### config.mk
export PLATFORM = sky130hd
export DESIGN_NAME = sdlc_addr_filter
export DESIGN_NICKNAME = d
export VERILOG_FILES = /design/src/rtl/sdlc_filt_pkg.sv /design/src/rtl/sdlc_filt_ctrl.sv /design/src/rtl/sdlc_filt_dp.sv /design/src/rtl/sdlc_addr_filter.sv
export SDC_FILE = /design/constraint.sdc
export NUM_CORES = 1
export LEC_CHECK = 0
export BUFFER_PORTS_ARGS = -buffer_cell sky130_fd_sc_hd__buf_2
export CORE_UTILIZATION = 51
export CTS_CLUSTER_DIAMETER = 80
export DETAILED_ROUTE_END_ITERATION = 6
export PLACE_DENSITY_LB_ADDON = 0.2
export SLEW_MARGIN = 20
export SYNTH_ARGS = -nofsm -noshare
export SYNTH_HDL_FRONTEND = slang
export SYNTH_SLANG_ARGS = --single-unit
### constraint.sdc
create_clock -name clk -period 3.21 [get_ports clk]
set_input_delay 0.642 -clock clk [delete_from_list [all_inputs] [get_ports clk]]
set_output_delay 0.642 -clock clk [all_outputs]
set_load 0.01 [all_outputs]
### src/rtl/sdlc_filt_pkg.sv
package sdlc_filt_pkg;

  typedef enum logic [1:0] {
    ST_IDLE = 2'd0,
    ST_ADDR = 2'd1,
    ST_PASS = 2'd2,
    ST_DROP = 2'd3
  } filtState_t;

  // Strobes from the control FSM to the datapath.
  typedef struct packed {
    logic loadShadow;
    logic writeByte;
    logic tagEof;
  } filtStrobe_t;

endpackage

### src/rtl/sdlc_filt_ctrl.sv
module sdlc_filt_ctrl
  import sdlc_filt_pkg::*;
(
  input  logic        clk,
  input  logic        rstN,
  input  logic        rxValid,
  input  logic        rxSof,
  input  logic        rxEof,
  input  logic        rxAbort,
  input  logic        addrHit,
  output filtStrobe_t strobe,
  output filtState_t  state
);

  filtState_t nextState;

  always_comb begin
    nextState = state;
    strobe    = '0;
    if (rxSof) begin
      // Opening flag wins over everything; a byte in this cycle is dropped.
      nextState         = ST_ADDR;
      strobe.loadShadow = 1'b1;
    end else if (rxAbort) begin
      nextState = ST_IDLE;
    end else if (rxValid) begin
      unique case (state)
        ST_IDLE: nextState = ST_IDLE;
        ST_ADDR: begin
          if (addrHit) begin
            strobe.writeByte = 1'b1;
            strobe.tagEof    = rxEof;
            nextState        = rxEof ? ST_IDLE : ST_PASS;
          end else begin
            nextState = rxEof ? ST_IDLE : ST_DROP;
          end
        end
        ST_PASS: begin
          strobe.writeByte = 1'b1;
          strobe.tagEof    = rxEof;
          if (rxEof) nextState = ST_IDLE;
        end
        ST_DROP: begin
          if (rxEof) nextState = ST_IDLE;
        end
        default: nextState = ST_IDLE;
      endcase
    end
  end

  always_ff @(posedge clk) begin
    if (!rstN) state <= ST_IDLE;
    else       state <= nextState;
  end

endmodule

### src/rtl/sdlc_filt_dp.sv
module sdlc_filt_dp
  import sdlc_filt_pkg::*;
#(
  parameter int DATA_W   = 8,
  parameter bit BCAST_EN = 1'b1
) (
  input  logic              clk,
  input  logic              rstN,
  input  filtStrobe_t       strobe,
  input  logic [DATA_W-1:0] rxByte,
  input  logic [DATA_W-1:0] cfgMatchVal,
  input  logic              cfgMatchEn,
  output logic              addrHit,
  output logic              fifoWrEn,
  output logic [DATA_W-1:0] fifoData,
  output logic              fifoEof
);

  localparam logic [DATA_W-1:0] BCAST_ADDR = {DATA_W{1'b1}};

  logic [DATA_W-1:0] matchShadow;
  logic              enShadow;
  logic              exactHit;
  logic              bcastHit;

  // Configuration is frozen for the whole frame at its opening flag.
  always_ff @(posedge clk) begin
    if (!rstN) begin
      matchShadow <= '0;
      enShadow    <= 1'b0;
    end else if (strobe.loadShadow) begin
      matchShadow <= cfgMatchVal;
      enShadow    <= cfgMatchEn;
    end
  end

  assign exactHit = (rxByte == matchShadow);

  generate
    if (BCAST_EN) begin : g_bcast
      assign bcastHit = (rxByte == BCAST_ADDR);
    end else begin : g_noBcast
      assign bcastHit = 1'b0;
    end
  endgenerate

  assign addrHit = !enShadow || exactHit || bcastHit;

  always_ff @(posedge clk) begin
    if (!rstN) begin
      fifoWrEn <= 1'b0;
      fifoEof  <= 1'b0;
      fifoData <= '0;
    end else begin
      fifoWrEn <= strobe.writeByte;
      fifoEof  <= strobe.writeByte && strobe.tagEof;
      if (strobe.writeByte) fifoData <= rxByte;
    end
  end

endmodule

### src/rtl/sdlc_addr_filter.sv
module sdlc_addr_filter
  import sdlc_filt_pkg::*;
#(
  parameter int DATA_W = 8
) (
  input  logic              clk,
  input  logic              rstN,
  input  logic              rxValid,
  input  logic [DATA_W-1:0] rxByte,
  input  logic              rxSof,
  input  logic              rxEof,
  input  logic              rxAbort,
  input  logic [DATA_W-1:0] cfgMatchVal,
  input  logic              cfgMatchEn,
  output logic              fifoWrEn,
  output logic [DATA_W-1:0] fifoData,
  output logic              fifoEof
);

  filtStrobe_t ctlStrobe;
  filtState_t  ctlState;
  logic        addrHit;

  sdlc_filt_ctrl ctrl_i (
    .clk     (clk),
    .rstN    (rstN),
    .rxValid (rxValid),
    .rxSof   (rxSof),
    .rxEof   (rxEof),
    .rxAbort (rxAbort),
    .addrHit (addrHit),
    .strobe  (ctlStrobe),
    .state   (ctlState)
  );

  sdlc_filt_dp #(.DATA_W(DATA_W), .BCAST_EN(1'b1)) dp_i (
    .clk         (clk),
    .rstN        (rstN),
    .strobe      (ctlStrobe),
    .rxByte      (rxByte),
    .cfgMatchVal (cfgMatchVal),
    .cfgMatchEn  (cfgMatchEn),
    .addrHit     (addrHit),
    .fifoWrEn    (fifoWrEn),
    .fifoData    (fifoData),
    .fifoEof     (fifoEof)
  );

endmodule

==> results.md, run 1 <==
- Status: complete, no violations
- Clk Latency, worst-skew pair: 290 ps
- Max clock buf depth: 2
- Max-cap violations: 0
- Max Used Layer: met4
- FF+latch count, synth: 21
- Sequential area share after synthesis: 44.0%
- Setup tns final: 0 ps
- Combinational group share of total power: 12.6%
- TritonCTS clock tree: yes
- Hpwl dp: 1430 um
- Crit share post-route: 59.7%
- Final instance area: 0.00114 mm2
- RD Place Congestion: 0.699
- Final hold slack: 460 ps
- First-pass DRT Iterations: 4
- Post-Route Utilization: 65.6%
- Antenna Violating Nets Remaining: 0
- FP Rows: 15
- Post-synth cell types: 22
- Fin crit period: 1920 ps
- Starting Density: 54.7%
- Core ar.: 0.00175 mm2
- Met2 wire len: 865 um
- Area delta synth->final: 19.9%
- Wl on met1: 833 um
- Routed wire per std cell: 11.6 um
- Nets: 160
- Mapped Cells: 102
- Root Driver: clkbuf_4
- P_leak: 0.513 nW
- Final hold vios: 0
- Switch share: 23.9%
- Initial antenna violation count: 0
- Synthesized Nets: 128
- DRT Wirelength: 1830 um
- DIE WIDTH: 45.3 um
- Dpl cell area: 0.00112 mm2
- Port bufs: 32
- Most common cell after layout, fill and taps aside: buf_2
- Total gr overflow: 0
- Io pins: 33
- Hold Crit Class: flip-flop to flip-flop
- First-pass GRT wire length: 2990 um
- Yosys warns: 0
- RSZ-0062 raised after global routing: no
- Clock skew: 1.92 ps
- Mapped Avg Cell Area: 9.36 um2
- Number of global-route vias before repair: 721
- Residual DRC: 0
- Worst Path Arrival: 2140 ps
- CP Max Fanout: 10
- Setup Fix Bufs, Post-CTS: 0
- Die H: 45.3 um
- Crit Path Class: flip-flop to flip-flop
- Worst slew margin: 64.5%
- Worst path required time: 3440 ps
- P_int: 0.345 mW
- Maximum VDD drop: 0.000325 V
- Initial DRC count: 10
- NetSw: 0.109 mW
- Power Density: 396 mW/mm2
- # diodes: 0
- Worst-Margin Slew: 532 ps
- Clock Sinks: 21
- CP Capture Type: flip-flop
- Clock power share: 26.9%
- Post_cts resized: 0
- Commonest non-fill, non-tap cells in the layout: buf_2, dfxtp_1, mux2i_1, nand2_1, nor2_1
- CP cell instances: inv_1, ha_1, nor4b_1, o21a_1, o31a_1, mux2i_1
- Hold_buf cts: 0
- CTS Buf Count: 3
- Netlist Area Pre-Place: 955 um2
- Vias: 796
- Max Transition Viols Final: 0
- Total power: 0.453 mW
- Highest Clock Rate: 522 MHz
- Final setup violation count: 0
- Share of layout cells above drive strength 1: 26.3%
- Sequential share of power: 60.5%
- Die area: 0.00205 mm2
- Max stage delay on crit path: 460 ps
- Reg clk slew, reported paths: 110 ps
- H-Tree Depth: 1
- Number of vias per cell: 5.04
- GR Util All Layers: 20.6%
- Met3 wire length: 110 um
- CP max-delay cell: o31a_1
- Startpoint types: flip-flop
- Largest net degree at the start of global routing: 20
[registers in the layout, indices dropped and copies added (netlist names)]
register          flops
dp_i.enShadow         1
ctrl_i.state          2
dp_i.matchShadow      8
dp_i.fifoData         8
dp_i.fifoEof          1
dp_i.fifoWrEn         1
[worst max-delay path, delay by kind of cell (launching register included)]
| family | cells | cell delay [ps] |
|---|---|---|
| adders and majority gates | 1 | 280 |
| and+or+nand+nor | 1 | 240 |
| muxes | 1 | 250 |
| DFF | 1 | 400 |
| buffers and inverters | 1 | 60 |
| AOI/OAI and AO/OA | 2 | 620 |
[cell families (layout without fill, tap and decap cells)]
logic type,count (synthesis),in the layout,synth area share [%]
and+or+nand+nor,37,37,17.6
DFF,21,21,44.0
muxes,17,17,17.8
buffers and inverters,9,40,4.45
xor gates and xnor gates,8,8,7.34
AOI/OAI and AO/OA,7,7,4.85
adders and majority gates,3,3,3.93
[area by class of cell]
cell class	count	area, um2
clock buffers	4	26.3
multi-input cells	72	492
repair buffers	32	160
well taps	25	31.3
inverters	4	15.0
fillers	169	601
flip-flops and latches	21	420
[cell usage after synthesis]
library cell,n,area [um2]
ha_1,3,37.5
o21ai_0,2,10.0
inv_1,4,15.0
buf_2,1,5.00
nand2_1,17,63.8
nor4b_1,1,8.76
nand4b_1,1,8.76
nand4_1,4,25.0
nor2_1,11,41.3
o21a_1,1,7.51
and2_1,1,6.26
and3_1,1,6.26
buf_6,1,11.3
or4_1,1,7.51
dfxtp_1,21,420
xnor2_1,8,70.1
a31oi_1,1,6.26
a21oi_1,1,5.00
a2111oi_0,1,8.76
mux2i_1,17,170
clkbuf_1,3,11.3
o31a_1,1,8.76
[metrics by stage]
stage | instances | worst slack [ps]
floorplan | 102 | 1640
global placement | 154 | 1140
detailed placement | 154 | 1070
CTS | 158 | 1280
global route | 158 | 1140
finish | 158 | 1290
[power groups by stage]
stage	sequential, mW	clock [mW]	combinational, mW
3_3_place_gp	0.280	0	0.0553
5_1_grt	0.275	0.139	0.0641
3_5_place_dp	0.280	0	0.0568
6_report	0.274	0.122	0.0569
2_1_floorplan	0.279	0	0.0341
4_1_cts	0.275	0.127	0.0571
[layer usage]
metal,GRT usage (%),vias up
met4,10.9,0
met2,32.5,25
li1,-,405
met1,26.0,364
met3,4.80,2
met5,0,-
[path summary, 6_finish.rpt]
kind,endpoint,cells after the start,slack [ps],from
max,dp_i.fifoData[6]$_SDFFE_PN0P_,6,1290,ctrl_i.state[0]$_SDFFE_PN0P_
min,dp_i.fifoData[3]$_SDFFE_PN0P_,2,460,dp_i.fifoData[3]$_SDFFE_PN0P_
max reg2reg,dp_i.fifoData[6]$_SDFFE_PN0P_,6,1290,ctrl_i.state[0]$_SDFFE_PN0P_
min reg2reg,dp_i.fifoData[3]$_SDFFE_PN0P_,2,460,dp_i.fifoData[3]$_SDFFE_PN0P_
No activity file was read; power rests on OpenSTA's default activity.
==> run 2, diff against run 1 <==
- CORE_UTILIZATION: 51 -> 48
- clock period: 3.21 -> 1.85 ns (I/O delays scaled with it)
==> run 2 against run 1 <==
Clock power is 78% higher; core utilization hardly changed; critical endpoint unchanged; largest power group unchanged; fmax is 14% higher; clock skew is 1.6 ps higher.
==> results.md, run 2 (synthesis gave the netlist of run 1 again) <==
- Status: complete, no violations
- H-Tree Depth: 1
- Vias: 796
- RSZ-0062 raised after global routing: no
- Place WS: 139 ps
- Startpoint types: flip-flop
- Setup tns final: 0 ps
- Maximum VDD drop: 0.000466 V
- Die area: 0.00217 mm2
- P_int: 0.599 mW
- Power Density: 674 mW/mm2
- CP Capture Type: flip-flop
- Max-cap violations: 0
- CTS Buf Count: 3
- Initial DRC count: 4
- DRT Wirelength: 1900 um
- Area delta synth->final: 23.9%
- DIE WIDTH: 46.6 um
- Final setup violation count: 0
- Highest Clock Rate: 593 MHz
- Total gr overflow: 0
- Nets: 163
- First-pass GRT wire length: 3020 um
- Worst path required time: 2080 ps
- FP Rows: 15
- Commonest non-fill, non-tap cells in the layout: buf_2, dfxtp_1, mux2i_1, nand2_1, nor2_1
- GR Util All Layers: 19.9%
- Antenna Violating Nets Remaining: 0
- Switch share: 24.8%
- Post-Route Utilization: 65.6%
- Worst slew margin: 78.1%
- Io pins: 33
- Clk Latency, worst-skew pair: 300 ps
- Number of global-route vias before repair: 752
- Clock Sinks: 21
- Hold Crit Class: input pin to flip-flop
- First-pass DRT Iterations: 4
- Die H: 46.6 um
- Clock skew: 3.51 ps
- Clock power share: 27.3%
- Port bufs: 32
- Reg clk slew, reported paths: 120 ps
- Fin crit period: 1690 ps
- Max Transition Viols Final: 0
- Core ar.: 0.00180 mm2
- Crit Path Class: flip-flop to flip-flop
- Final hold vios: 0
- Root Driver: clkbuf_4
- Most common cell after layout, fill and taps aside: buf_2
- Worst-Margin Slew: 320 ps
- P_leak: 0.534 nW
- Largest regs: dp_i.fifoData: 8 flops, dp_i.matchShadow: 8 flops, ctrl_i.state: 2 flops
- Routed wire per std cell: 11.8 um
- Hpwl dp: 1490 um
- Final worst slack: 163 ps
- Residual DRC: 0
- CP Max Fanout: 10
- Starting Density: 53.0%
- NetSw: 0.197 mW
- # diodes: 0
- Share of layout cells above drive strength 1: 29.4%
- Combinational group share of total power: 12.9%
- Max clock buf depth: 2
- Worst Path Arrival: 1910 ps
- Crit share post-route: 91.2%
- RD Place Congestion: 0.724
- Sequential share of power: 59.8%
- Largest net degree at the start of global routing: 19
- TritonCTS clock tree: yes
- Initial antenna violation count: 0
- Number of vias per cell: 4.94
-- run 2: metrics by stage --
step | area [um2] | hold slack [ps] | total power, mW | instances
after floorplan | 955 | 453 | 0.543 | 102
after global placement | 1150 | 441 | 0.586 | 157
after detailed placement | 1150 | 451 | 0.589 | 157
after CTS | 1180 | 276 | 0.802 | 161
after global routing | 1180 | 266 | 0.843 | 161
final | 1180 | 285 | 0.796 | 161
-- run 2: power by group through the flow --
stage	registers, mW	clock network, mW	logic (mW)
after floorplan	0.484	0	0.0592
after global placement	0.486	0	0.0997
after detailed placement	0.487	0	0.103
after CTS	0.476	0.222	0.103
after global routing	0.479	0.250	0.115
final	0.477	0.217	0.103
-- run 2: worst max-delay path, stage by stage, from the launching register on --
cell     delay [ps]
dfxtp_2         380
inv_1            50
ha_1            280
nor4b_1         240
o21a_1          160
o31a_1          170
buf_12          150
mux2i_1         190
-- run 2: final cells by class --
cell class | instances | area, um2
multi-input cells | 72 | 492
flip-flops and latches | 21 | 422
inverters | 4 | 15.0
clock inverters | 1 | 5.00
repair buffers | 35 | 195
fillers | 168 | 619
clock buffers | 3 | 22.5
well taps | 25 | 31.3
-- run 2: what timing repair did --
item	CTS	global route
setup buffers	0	0
resized for setup	0	1
endpoints found under the hold margin	0	0
hold buffers	0	0
endpoints found under the setup margin	0	1
-- run 2: final timing paths --
path | from | endpoint | slack [ps] | depth (start not counted)
setup / recovery | ctrl_i.state[0]$_SDFFE_PN0P_ | dp_i.fifoData[6]$_SDFFE_PN0P_ | 160 | 7
hold / removal | rxAbort | ctrl_i.state[1]$_SDFFE_PP0P_ | 290 | 2
setup reg to reg | ctrl_i.state[0]$_SDFFE_PN0P_ | dp_i.fifoData[6]$_SDFFE_PN0P_ | 160 | 7
hold reg to reg | dp_i.fifoData[0]$_SDFFE_PN0P_ | dp_i.fifoData[0]$_SDFFE_PN0P_ | 460 | 2
-- run 2: layer usage --
layer	part of all wire (%)	global-route usage [%]
met1	44	22.1
met2	52	33.9
met3	3.5	5.49
met4	0.53	10.6
met5	0	0
==> run 3, diff against run 2 <==
- CORE_UTILIZATION: 48 -> 43
- clock period: 1.85 -> 1.35 ns (I/O delays scaled with it)
==> run 3 against run 2 <==
The run now ends with negative setup slack left; fmax up 7.3%; first-iteration DRC count up 75%; die area up 11%; final cell count up 8.1%; routed wire length up 9.1%; critical path depth unchanged; largest cell class unchanged; design area up 10%; sequential power up 37%; non-clock buffer count up 11.
==> results.md, run 3 (synthesis gave the netlist of run 1 again) <==
- Flop-to-flop setup slack: -220 ps
- Clock power share: 26.4%
- Die H: 49.1 um
- CP cell instances: inv_2, ha_4, nor4b_4, o21a_1, o31a_1, buf_12, mux2i_1
- Maximum VDD drop: 0.000645 V
- Status: finished, violations left
- Fin crit period: 1570 ps
- Cell family with most CP delay: flip-flops
- Clock skew: 6.46 ps
- R2r endpoint: dp_i.fifoData[1]$_SDFFE_PN0P_
- Highest Clock Rate: 636 MHz
- Root Driver: clkbuf_4
- Area delta synth->final: 36.8%
- Final setup violation count: 12
- Post-Route Utilization: 64.6%
- Max stage delay on crit path: 370 ps
- Setup tns final: -2110 ps
- Crit path depth: 7
- P_int: 0.849 mW
- Reg clk slew, reported paths: 120 ps
- Reg area: 423 um2
- Worst Path Arrival: 1800 ps
- Antenna Violating Nets Remaining: 0
- Switch share: 24.5%
- Most common cell after layout, fill and taps aside: buf_2
- TritonCTS clock tree: yes
- Reg2reg path depth: 7
- Initial antenna violation count: 0
- Clk Latency, worst-skew pair: 300 ps
- Fin cells: 174
- P_leak: 0.594 nW
- DIE WIDTH: 49.1 um
- Inst Count DP: 170
- RD Place Congestion: 0.751
- Combinational group share of total power: 15.5%
- Power Density: 861 mW/mm2
- Die area: 0.00241 mm2
- Crit share post-route: 116%
- Commonest non-fill, non-tap cells in the layout: buf_2, dfxtp_1, mux2i_1, nand2_1, buf_4
- Max-cap violations: 0
- First-pass GRT wire length: 3660 um
- Worst slew margin: 73.9%
- CTS Buf Count: 3
- NetSw: 0.276 mW
- Clock Sinks: 21
- FILL cells: 184
- Worst r2r src: ctrl_i.state[0]$_SDFFE_PN0P_
- Share of layout cells above drive strength 1: 38.8%
- Setup Fix Bufs, Post-CTS: 0
- Failing checks: negative setup slack
- Nets: 174
- GR Util All Layers: 19.5%
- RSZ-0062 raised after global routing: yes
- Core ar.: 0.00202 mm2
- Worst path required time: 1580 ps
- Hold Crit Class: input pin to flip-flop
- DRT Wirelength: 2080 um
- # diodes: 0
- FP Rows: 16
- Hold_buf cts: 0
- Multi-input gate area: 531 um2
- Sequential share of power: 58.1%
- Initial DRC count: 7
- Total gr overflow: 0
- Startpoint types: flip-flop
- Final worst slack: -223 ps
- Residual DRC: 0
- Worst-Margin Slew: 391 ps
- Io pins: 33
- Max clock buf depth: 2
- CP Max Fanout: 10
- WP buf/inv: 2
- Hold depth: 3
- H-Tree Depth: 1
- Largest regs: dp_i.fifoData: 8 flops, dp_i.matchShadow: 8 flops, ctrl_i.state: 2 flops
- Largest net degree at the start of global routing: 12
- Hpwl dp: 1590 um
- Routed wire per std cell: 11.9 um
- Hold Path Origin: cfgMatchVal[6]
- Max Transition Viols Final: 0
- WHS Endpoint: dp_i.matchShadow[6]$_SDFFE_PN0P_
- Starting Density: 47.2%
- Place WS: -201 ps
- Number of vias per cell: 4.90
- Number of global-route vias before repair: 871
- CP Capture Type: flip-flop
- Port bufs: 32
- Crit Path Class: flip-flop to flip-flop
- Vias: 852
- Final hold vios: 0
- First-pass DRT Iterations: 4
- CP max-delay cell: dfxtp_2
## run 3: cell count changes in the layout (fill, tap and decap cells not counted), sizes merged
cell    delta
buf       +11
clkinv     -1
clkbuf     +1
## run 3: repair_timing
action                     in CTS  in global routing
hold endpoints to repair        0                  0
gates resized for setup         4                  2
setup endpoints to repair      12                 12
pin swaps                       2                  0
## run 3: worst max path at each step
stage / from / end
global route: ctrl_i.state[0]$_SDFFE_PN0P_ / dp_i.fifoData[0]$_SDFFE_PN0P_
detailed placement: ctrl_i.state[0]$_SDFFE_PN0P_ / ctrl_i.state[0]$_SDFFE_PN0P_
finish: ctrl_i.state[0]$_SDFFE_PN0P_ / dp_i.fifoData[1]$_SDFFE_PN0P_
global placement: ctrl_i.state[0]$_SDFFE_PN0P_ / ctrl_i.state[0]$_SDFFE_PN0P_
CTS: ctrl_i.state[0]$_SDFFE_PN0P_ / dp_i.fifoData[1]$_SDFFE_PN0P_
floorplan: ctrl_i.state[0]$_SDFFE_PN0P_ / dp_i.fifoData[0]$_SDFFE_PN0P_
## run 3: final cells by class
type	count	share of cell area, %
clock buffer	4	2.01
inverter	4	1.15
multi-input combinational	72	40.6
sequential	21	32.4
tap	27	2.59
timing repair buffer	46	21.3
## run 3: stage by stage
stage / power (mW) / area (um2) / hold WS [ps]
after floorplan: 0.749 / 977 / 359
after global placement: 0.830 / 1260 / 441
after detailed placement: 0.836 / 1260 / 451
after CTS: 1.13 / 1300 / 202
after global routing: 1.18 / 1310 / 213
final: 1.12 / 1310 / 207
## run 3: power by group through the flow
stage | logic (mW) | clock network (mW) | registers (mW)
after global routing | 0.192 | 0.337 | 0.655
after floorplan | 0.0842 | 0 | 0.664
after global placement | 0.163 | 0 | 0.667
after CTS | 0.171 | 0.306 | 0.653
final | 0.175 | 0.297 | 0.653
after detailed placement | 0.168 | 0 | 0.667
## run 3: layer usage
layer	vias to the layer above	track usage (%)	share of wire [%]	wire length (um)
met3	2	4.05	3.7	76
met2	20	35.8	51	1050
met5	-	0	0	0
met1	393	22.2	45	937
met4	0	5.88	0.43	9
li1	437	-	-	-
## run 3: worst min-delay path, stage by stage
cell	delay, ps
buf_2	70
mux2i_1	50
nor2_1	70
